==> src/rtl/mbx_pkg.sv <==
package mbx_pkg;

   // Operation selected by one bus write to one mailbox.
   typedef enum logic [1:0] {
      MBX_OP_NONE = 2'd0,
      MBX_OP_SET  = 2'd1,
      MBX_OP_CLR  = 2'd2
   } mbx_op_e;

   // Smallest index width able to name n entries (at least one bit).
   function automatic int unsigned idx_width(input int unsigned n);
      return (n > 1) ? $clog2(n) : 1;
   endfunction

endpackage

==> src/rtl/mbx_decode.sv <==
module mbx_decode #(
   parameter int unsigned ADDR_W      = 8,
   parameter int unsigned N_MBX       = 16,
   parameter int unsigned IDX_W       = 4,
   parameter int unsigned WORD_BYTES  = 4,
   parameter int unsigned SET_BASE    = 32'h80,
   parameter int unsigned CLR_BASE    = 32'hC0,
   parameter bit          ALIGN_CHECK = 1'b1
) (
   input  logic              clk,
   input  logic              rst_n,
   input  logic [ADDR_W-1:0] addr,
   output logic              set_hit,
   output logic              clr_hit,
   output logic [IDX_W-1:0]  idx
);

   localparam int unsigned SPAN = N_MBX * WORD_BYTES;
   localparam int unsigned LSB  = $clog2(WORD_BYTES);

   logic [31:0] a32;
   logic [31:0] off_set;
   logic [31:0] off_clr;
   logic        in_set;
   logic        in_clr;
   logic        aligned;

   assign a32     = 32'(addr);
   assign off_set = a32 - SET_BASE;
   assign off_clr = a32 - CLR_BASE;
   assign in_set  = (a32 >= SET_BASE) && (a32 < SET_BASE + SPAN);
   assign in_clr  = (a32 >= CLR_BASE) && (a32 < CLR_BASE + SPAN);

   // Variant: strict word alignment, or byte lanes folded onto the word.
   generate
      if (ALIGN_CHECK) begin : g_strict
         assign aligned = (a32 & 32'(WORD_BYTES - 1)) == 32'd0;
      end else begin : g_loose
         assign aligned = 1'b1;
      end
   endgenerate

   assign set_hit = in_set && aligned;
   assign clr_hit = in_clr && aligned;

   always_comb begin
      if (in_set) idx = IDX_W'(off_set >> LSB);
      else        idx = IDX_W'(off_clr >> LSB);
   end

   // The two windows must never both claim an access.
   property p_onehot;
      @(posedge clk) disable iff (!rst_n) $onehot0({set_hit, clr_hit});
   endproperty
   assert_one_window_R2: assert property (p_onehot);

   // A hit always names a mailbox that exists.
   property p_idx_range;
      @(posedge clk) disable iff (!rst_n)
         (set_hit || clr_hit) |-> (32'(idx) < N_MBX);
   endproperty
   assert_idx_range_R2: assert property (p_idx_range);

endmodule

==> src/rtl/mbx_cell.sv <==
module mbx_cell #(
   parameter int unsigned DATA_W = 32
) (
   input  logic              clk,
   input  logic              rst_n,
   input  logic [DATA_W-1:0] set_mask,
   input  logic [DATA_W-1:0] clr_mask,
   output logic [DATA_W-1:0] word_o,
   output logic              irq_o
);

   logic [DATA_W-1:0] word_q;
   logic [DATA_W-1:0] word_d;

   // Set takes priority over clear for a bit named by both.
   assign word_d = (word_q & ~clr_mask) | set_mask;

   always_ff @(posedge clk or negedge rst_n) begin
      if (!rst_n) word_q <= '0;
      else        word_q <= word_d;
   end

   assign word_o = word_q;
   assign irq_o  = |word_q;

   property p_set;
      @(posedge clk) disable iff (!rst_n)
         (set_mask != '0) |=> ((word_o & $past(set_mask)) == $past(set_mask));
   endproperty
   assert_set_bits_R3: assert property (p_set);

   property p_clr;
      @(posedge clk) disable iff (!rst_n)
         ((clr_mask & ~set_mask) != '0) |=> ((word_o & $past(clr_mask & ~set_mask)) == '0);
   endproperty
   assert_clear_bits_R4: assert property (p_clr);

   property p_keep;
      @(posedge clk) disable iff (!rst_n)
         (clr_mask == '0) |=> ((word_o & $past(word_o)) == $past(word_o));
   endproperty
   assert_no_loss_R4: assert property (p_keep);

   property p_hold;
      @(posedge clk) disable iff (!rst_n)
         ((set_mask == '0) && (clr_mask == '0)) |=> $stable(word_o);
   endproperty
   assert_hold_R9: assert property (p_hold);

endmodule

==> src/rtl/mbx_rdmux.sv <==
module mbx_rdmux #(
   parameter int unsigned DATA_W = 32,
   parameter int unsigned N_MBX  = 16,
   parameter int unsigned IDX_W  = 4
) (
   input  logic                         clk,
   input  logic                         rst_n,
   input  logic                         rd_en,
   input  logic                         hit,
   input  logic [IDX_W-1:0]             idx,
   input  logic [N_MBX-1:0][DATA_W-1:0] words,
   output logic [DATA_W-1:0]            rdata
);

   logic [DATA_W-1:0] sel_word;

   always_comb begin
      sel_word = '0;
      for (int k = 0; k < N_MBX; k++) begin
         if (hit && (idx == IDX_W'(k))) sel_word = words[k];
      end
   end

   always_ff @(posedge clk or negedge rst_n) begin
      if (!rst_n)     rdata <= '0;
      else if (rd_en) rdata <= sel_word;
   end

   property p_miss;
      @(posedge clk) disable iff (!rst_n) (rd_en && !hit) |=> (rdata == '0);
   endproperty
   assert_miss_zero_R8: assert property (p_miss);

   property p_hold;
      @(posedge clk) disable iff (!rst_n) !rd_en |=> $stable(rdata);
   endproperty
   assert_rdata_hold_R6: assert property (p_hold);

endmodule

==> src/rtl/mbx_doorbell_bank.sv <==
module mbx_doorbell_bank #(
   parameter int unsigned N_CORES     = 4,
   parameter int unsigned MB_PER_CORE = 4,
   parameter int unsigned DATA_W      = 32,
   parameter int unsigned ADDR_W      = 8,
   parameter int unsigned SET_BASE    = 32'h80,
   parameter int unsigned CLR_BASE    = 32'hC0,
   parameter bit          ALIGN_CHECK = 1'b1,
   localparam int unsigned N_MBX      = N_CORES * MB_PER_CORE
) (
   input  logic              clk,
   input  logic              rst_n,
   input  logic [ADDR_W-1:0] bus_addr,
   input  logic              bus_wr,
   input  logic [DATA_W-1:0] bus_wdata,
   input  logic              bus_rd,
   output logic [DATA_W-1:0] bus_rdata,
   output logic [N_MBX-1:0]  irq_o
);

   import mbx_pkg::*;

   localparam int unsigned WORD_BYTES = DATA_W / 8;
   localparam int unsigned IDX_W      = idx_width(N_MBX);
   localparam int unsigned SPAN       = N_MBX * WORD_BYTES;

   // Elaboration-time parameter checks.
   generate
      if ((DATA_W % 8) != 0 || (WORD_BYTES & (WORD_BYTES - 1)) != 0)
         $error("mbx_doorbell_bank: DATA_W must be a power-of-two number of bytes");
      if (N_MBX < 1)
         $error("mbx_doorbell_bank: need at least one mailbox");
      if (!((SET_BASE + SPAN <= CLR_BASE) || (CLR_BASE + SPAN <= SET_BASE)))
         $error("mbx_doorbell_bank: set and clear windows overlap");
      if ((SET_BASE + SPAN > (64'd1 << ADDR_W)) || (CLR_BASE + SPAN > (64'd1 << ADDR_W)))
         $error("mbx_doorbell_bank: a window does not fit the address width");
      if ((SET_BASE % WORD_BYTES) != 0 || (CLR_BASE % WORD_BYTES) != 0)
         $error("mbx_doorbell_bank: window bases must be word aligned");
   endgenerate

   logic                         set_hit;
   logic                         clr_hit;
   logic [IDX_W-1:0]             idx;
   logic [N_MBX-1:0][DATA_W-1:0] words;
   mbx_op_e                      op;

   mbx_decode #(
      .ADDR_W      (ADDR_W),
      .N_MBX       (N_MBX),
      .IDX_W       (IDX_W),
      .WORD_BYTES  (WORD_BYTES),
      .SET_BASE    (SET_BASE),
      .CLR_BASE    (CLR_BASE),
      .ALIGN_CHECK (ALIGN_CHECK)
   ) u_decode (
      .clk     (clk),
      .rst_n   (rst_n),
      .addr    (bus_addr),
      .set_hit (set_hit),
      .clr_hit (clr_hit),
      .idx     (idx)
   );

   always_comb begin
      if (!bus_wr)      op = MBX_OP_NONE;
      else if (set_hit) op = MBX_OP_SET;
      else if (clr_hit) op = MBX_OP_CLR;
      else              op = MBX_OP_NONE;
   end

   generate
      for (genvar i = 0; i < N_MBX; i++) begin : g_mbx
         logic              sel;
         logic [DATA_W-1:0] set_mask;
         logic [DATA_W-1:0] clr_mask;

         assign sel      = (idx == IDX_W'(i));
         assign set_mask = (sel && op == MBX_OP_SET) ? bus_wdata : '0;
         assign clr_mask = (sel && op == MBX_OP_CLR) ? bus_wdata : '0;

         mbx_cell #(.DATA_W(DATA_W)) u_cell (
            .clk      (clk),
            .rst_n    (rst_n),
            .set_mask (set_mask),
            .clr_mask (clr_mask),
            .word_o   (words[i]),
            .irq_o    (irq_o[i])
         );
      end
   endgenerate

   mbx_rdmux #(
      .DATA_W (DATA_W),
      .N_MBX  (N_MBX),
      .IDX_W  (IDX_W)
   ) u_rdmux (
      .clk   (clk),
      .rst_n (rst_n),
      .rd_en (bus_rd),
      .hit   (set_hit || clr_hit),
      .idx   (idx),
      .words (words),
      .rdata (bus_rdata)
   );

   // Lines only drop after a clear-window write.
   property p_no_fall;
      @(posedge clk) disable iff (!rst_n)
         !(bus_wr && clr_hit) |=> (($past(irq_o) & ~irq_o) == '0);
   endproperty
   assert_irq_no_fall_R5: assert property (p_no_fall);

   // Lines only rise after a set-window write.
   property p_no_rise;
      @(posedge clk) disable iff (!rst_n)
         !(bus_wr && set_hit) |=> ((irq_o & ~$past(irq_o)) == '0);
   endproperty
   assert_irq_no_rise_R5: assert property (p_no_rise);

   // Misses never disturb the interrupt vector.
   property p_miss_write;
      @(posedge clk) disable iff (!rst_n)
         (bus_wr && !set_hit && !clr_hit) |=> $stable(irq_o);
   endproperty
   assert_miss_write_R8: assert property (p_miss_write);

   property p_reset;
      @(posedge clk) disable iff (!rst_n)
         $rose(rst_n) |-> ((irq_o == '0) && (bus_rdata == '0));
   endproperty
   assert_reset_clear_R1: assert property (p_reset);

endmodule

==> config.mk <==
export PLATFORM = sky130hd
export DESIGN_NAME = mbx_doorbell_bank
export DESIGN_NICKNAME = d
export VERILOG_FILES = /design/src/rtl/mbx_pkg.sv /design/src/rtl/mbx_decode.sv /design/src/rtl/mbx_cell.sv /design/src/rtl/mbx_rdmux.sv /design/src/rtl/mbx_doorbell_bank.sv
export SDC_FILE = /design/constraint.sdc
export NUM_CORES = 1
export LEC_CHECK = 0
export ABC_AREA = 0
export CORE_ASPECT_RATIO = 1.2
export CORE_MARGIN = 2
export CORE_UTILIZATION = 61
export DETAILED_ROUTE_END_ITERATION = 8
export DONT_BUFFER_PORTS = 1
export MAX_ROUTING_LAYER = met4
export PLACE_DENSITY = 0.81
export SLEW_MARGIN = 20
export SYNTH_ARGS = -nofsm -noshare
export SYNTH_HDL_FRONTEND = slang
export SYNTH_SLANG_ARGS = --single-unit
==> constraint.sdc <==
create_clock -name clk -period 2.1 [get_ports clk]
set_clock_uncertainty 0.15 [all_clocks]
set_input_delay 0.315 -clock clk [delete_from_list [all_inputs] [get_ports clk]]
set_output_delay 0.315 -clock clk [all_outputs]
set_load 0.05 [all_outputs]
==> metrics.yaml <==
run_status:
  status: "finished with violations"
  violations: "negative hold slack, max-slew violations, negative setup slack"
worst_setup_path:
  r2r_start: "g_mbx[2].u_cell.word_o[30]"
  critPathLaunchType: "register"
  required_ns: 1.63
  worst-path-buf-inv: 0
  reg2regPathDepth: 6
  arrival_ns: 2.18
  rrSetupSlack_ns: 0.02
  crit_fanout: 2
  reg2reg_to: "u_rdmux.rdata[30]"
  cp_top_family: "simple AND/OR/NAND/NOR gates"
  cp_slowest_stage_delay_ns: 0.47
  crit_end: "irq_o[8]"
  cp_slowest_cell: "or2_4"
  crit_type: "reg2out"
  crit_start: "g_mbx[8].u_cell.word_o[7]"
  end_kind: "primary output"
  crit_chain: "nor4_2 > nand4_1 > or2_4"
  path_depth: 3
clock_network:
  htreeDepth: 2
  clk_pin_slew_worst_paths_ns: 0.06
  cts_tree: "done"
  root_buffer: "clkbuf_16"
  cts_hold_buf: 103
  cts_sinks: 544
  clockBufferDepth: 3
  clk_latency_ns: 0.64
  cts_buffers: 55
floorplan:
  io_pins: 92
  core_um2: 44700
  row_count: 85
  die_w_um: 198
  dieArea_um2: 46900
  die_h_um: 237
  start_util_pct: 61.6
yosys:
  synth_fa_ha_area_share_pct: 0
  syn_nets: 2802
  synth-seq-cells: 544
  synth-simple-area-share_pct: 15.3
  synth_area_um2: 27500
  synth-edff-count: 0
  yosysSeqAreaShare_pct: 49.4
  synth.distinct_cells: 74
  synthMuxAreaShare_pct: 3.06
  yosysWarnings: 0
  synth_xor_area_share_pct: 0
  netlist_instances: 2758
  ys.flop_type: "dfrtp_1"
  syn_area_per_cell_um2: 9.98
  synth-compound-area-share_pct: 26.8
  synth_top_family_by_area: "compound AO/OA/AOI/OAI gates"
  ys_async_sr_fraction_pct: 100
timing:
  final-setup-viol-count: 16
  hold_violations: 544
  rsz0062_at_grt: "yes"
  hold_slack_ns: -0.770
  setup_tns_ns: -6.98
  worst_pin_slew_ns: 3.08
  finalCritPeriodShare_pct: 126
  finalCriticalPeriod_ns: 2.65
  slew_violations: 418
  timing.slew.headroom_pct: -105
  setup_slack_ns: -0.546
  maxClockFrequency_ghz: 0.378
power:
  irDropWorstVdd_mv: 0.824
  p_leak_nw: 14.4
  total_power_mw: 26.3
  p_per_area_nw_per_um2: 787
cells_and_area:
  instances_no_fill: 3512
  n_antenna_cell: 0
  fillers: 2954
  syn2layout_area_growth_pct: 21.3
  drive_gt1_share_pct: 21.1
  design_area_um2: 33400
  layout.nets: 2947
routing:
  drt_pass1_iterations: 6
  antenna_left: 0
  drt_iter0_markers: 4244
  dr_total_vias: 26700
  avgRoutedWirePerCell_um: 31.6
  routed_wl_mm: 111
  drc: 0
  vias_per_cell: 7.59
grt:
  grt_max_degree: 545
  grt_usage_pct: 49.3
  grt-ovfl-total: 0
  antenna_found_initial: 0
  grt_pass1_vias: 25200
  grt_pass1_wl_mm: 166
placement:
  place_congestion: 1.04
  dp.final_hpwl_mm: 71.7
  placed_cell_area_um2: 29000
  port_buffers: 0
  placedCellCount: 3257
  post-place-ws_ns: -0.159
worst_hold_path:
  hp-class: "in2async"
run:
  maxCapViolCount: 0
## cell usage in the layout, fill, tap and decap left out, types with 49 or more instances in the layout
master	count
nor4_2	49
nor4_1	61
o22ai_1	49
buf_12	60
a21oi_1	105
dfrtp_1	535
buf_4	257
a22oi_1	49
clkbuf_16	57
nor2_1	74
dlygate4sd3_1	69
nand2_1	573
o21ai_0	62
a22o_1	526
## what timing repair did
item                                    4_1_cts  5_1_grt
pin swaps                                    60       27
endpoints found under the setup margin       17       29
hold endpoints to repair                   1088      544
setup buffers                                44        7
resized for setup                            82       42
## per-stage QoR
step,util [%],hold slack [ns]
6_report,74.8,-0.770
5_1_grt,74.8,-0.792
4_1_cts,74.1,-0.779
3_5_place_dp,65.0,-0.123
3_3_place_gp,65.0,-0.120
2_1_floorplan,-,-0.131
## synth_stat cells, types with 7 or more instances
cell type / n / area [um^2]
o21ai_1: 11 / 55.1
nor2b_1: 7 / 43.8
a21oi_1: 105 / 526
mux2_2: 9 / 101
buf_2: 122 / 611
buf_6: 11 / 124
dfrtp_1: 544 / 13600
o221ai_1: 20 / 175
nand4_1: 32 / 200
nor4_1: 128 / 801
a22oi_1: 49 / 368
buf_4: 27 / 203
a211o_1: 7 / 61.3
mux4_2: 28 / 631
nor2_1: 101 / 379
a222oi_1: 9 / 90.1
nand2_1: 573 / 2150
nand2b_1: 13 / 81.3
nand3_1: 7 / 35.0
mux2i_1: 11 / 110
a22o_1: 526 / 4610
a221oi_1: 19 / 166
o22ai_1: 49 / 307
a221o_1: 8 / 80.1
clkbuf_1: 141 / 529
a2bb2oi_1: 7 / 61.3
o21ai_0: 62 / 310
or2_2: 16 / 100
a211oi_1: 8 / 60.1
## cells by family (layout without fill, tap and decap cells)
| logic type | Yosys count | count (layout) |
|---|---|---|
| simple gates | 925 | 925 |
| flops | 544 | 544 |
| compound gates | 932 | 932 |
| buf+inv | 309 | 498 |
| mux | 48 | 48 |
## sequential cells by signal, indices dropped and copies added, names as in the netlist
signal               flops
g_mbx.u_cell.word_o    512
u_rdmux.rdata           32
## power breakdown
part	internal, mW	total (mW)	switching (mW)
logic	1.66	3.95	2.29
registers	11.0	11.7	0.743
clock network	6.14	10.6	4.46
total	18.8	26.3	7.49
## cell type report
| type | instances | area [um^2] | share of cell area (%) |
|---|---|---|---|
| Clock buffer | 75 | 1580 | 4.74 |
| Clock inverter | 26 | 327 | 0.978 |
| Inverter | 5 | 18.8 | 0.0562 |
| Multi-Input combinational cell | 1905 | 13200 | 39.6 |
| Sequential cell | 544 | 13600 | 40.8 |
| Tap cell | 565 | 707 | 2.12 |
| Timing Repair Buffer | 392 | 3910 | 11.7 |
## worst min path at each step
stage,start,end,depth (start not counted),slack [ns]
after floorplan,rst_n,g_mbx[0].u_cell.word_o[0],0,-0.13
after detailed placement,rst_n,g_mbx[12].u_cell.word_o[3],0,-0.12
after CTS,rst_n,g_mbx[12].u_cell.word_o[3],0,-0.78
final,rst_n,g_mbx[12].u_cell.word_o[7],0,-0.77
after global placement,rst_n,g_mbx[11].u_cell.word_o[2],0,-0.12
after global routing,rst_n,g_mbx[11].u_cell.word_o[3],0,-0.79
## layer usage
metal  vias up  share of wire (%)  global-route usage, %
met5         -                  0                      -
met4         0                7.7                   27.2
met3       556                 12                   9.30
met2      2335                 44                   71.7
met1     13100                 36                   65.4
li1      10700                  -                      -
(Power assumes the default switching activity.)
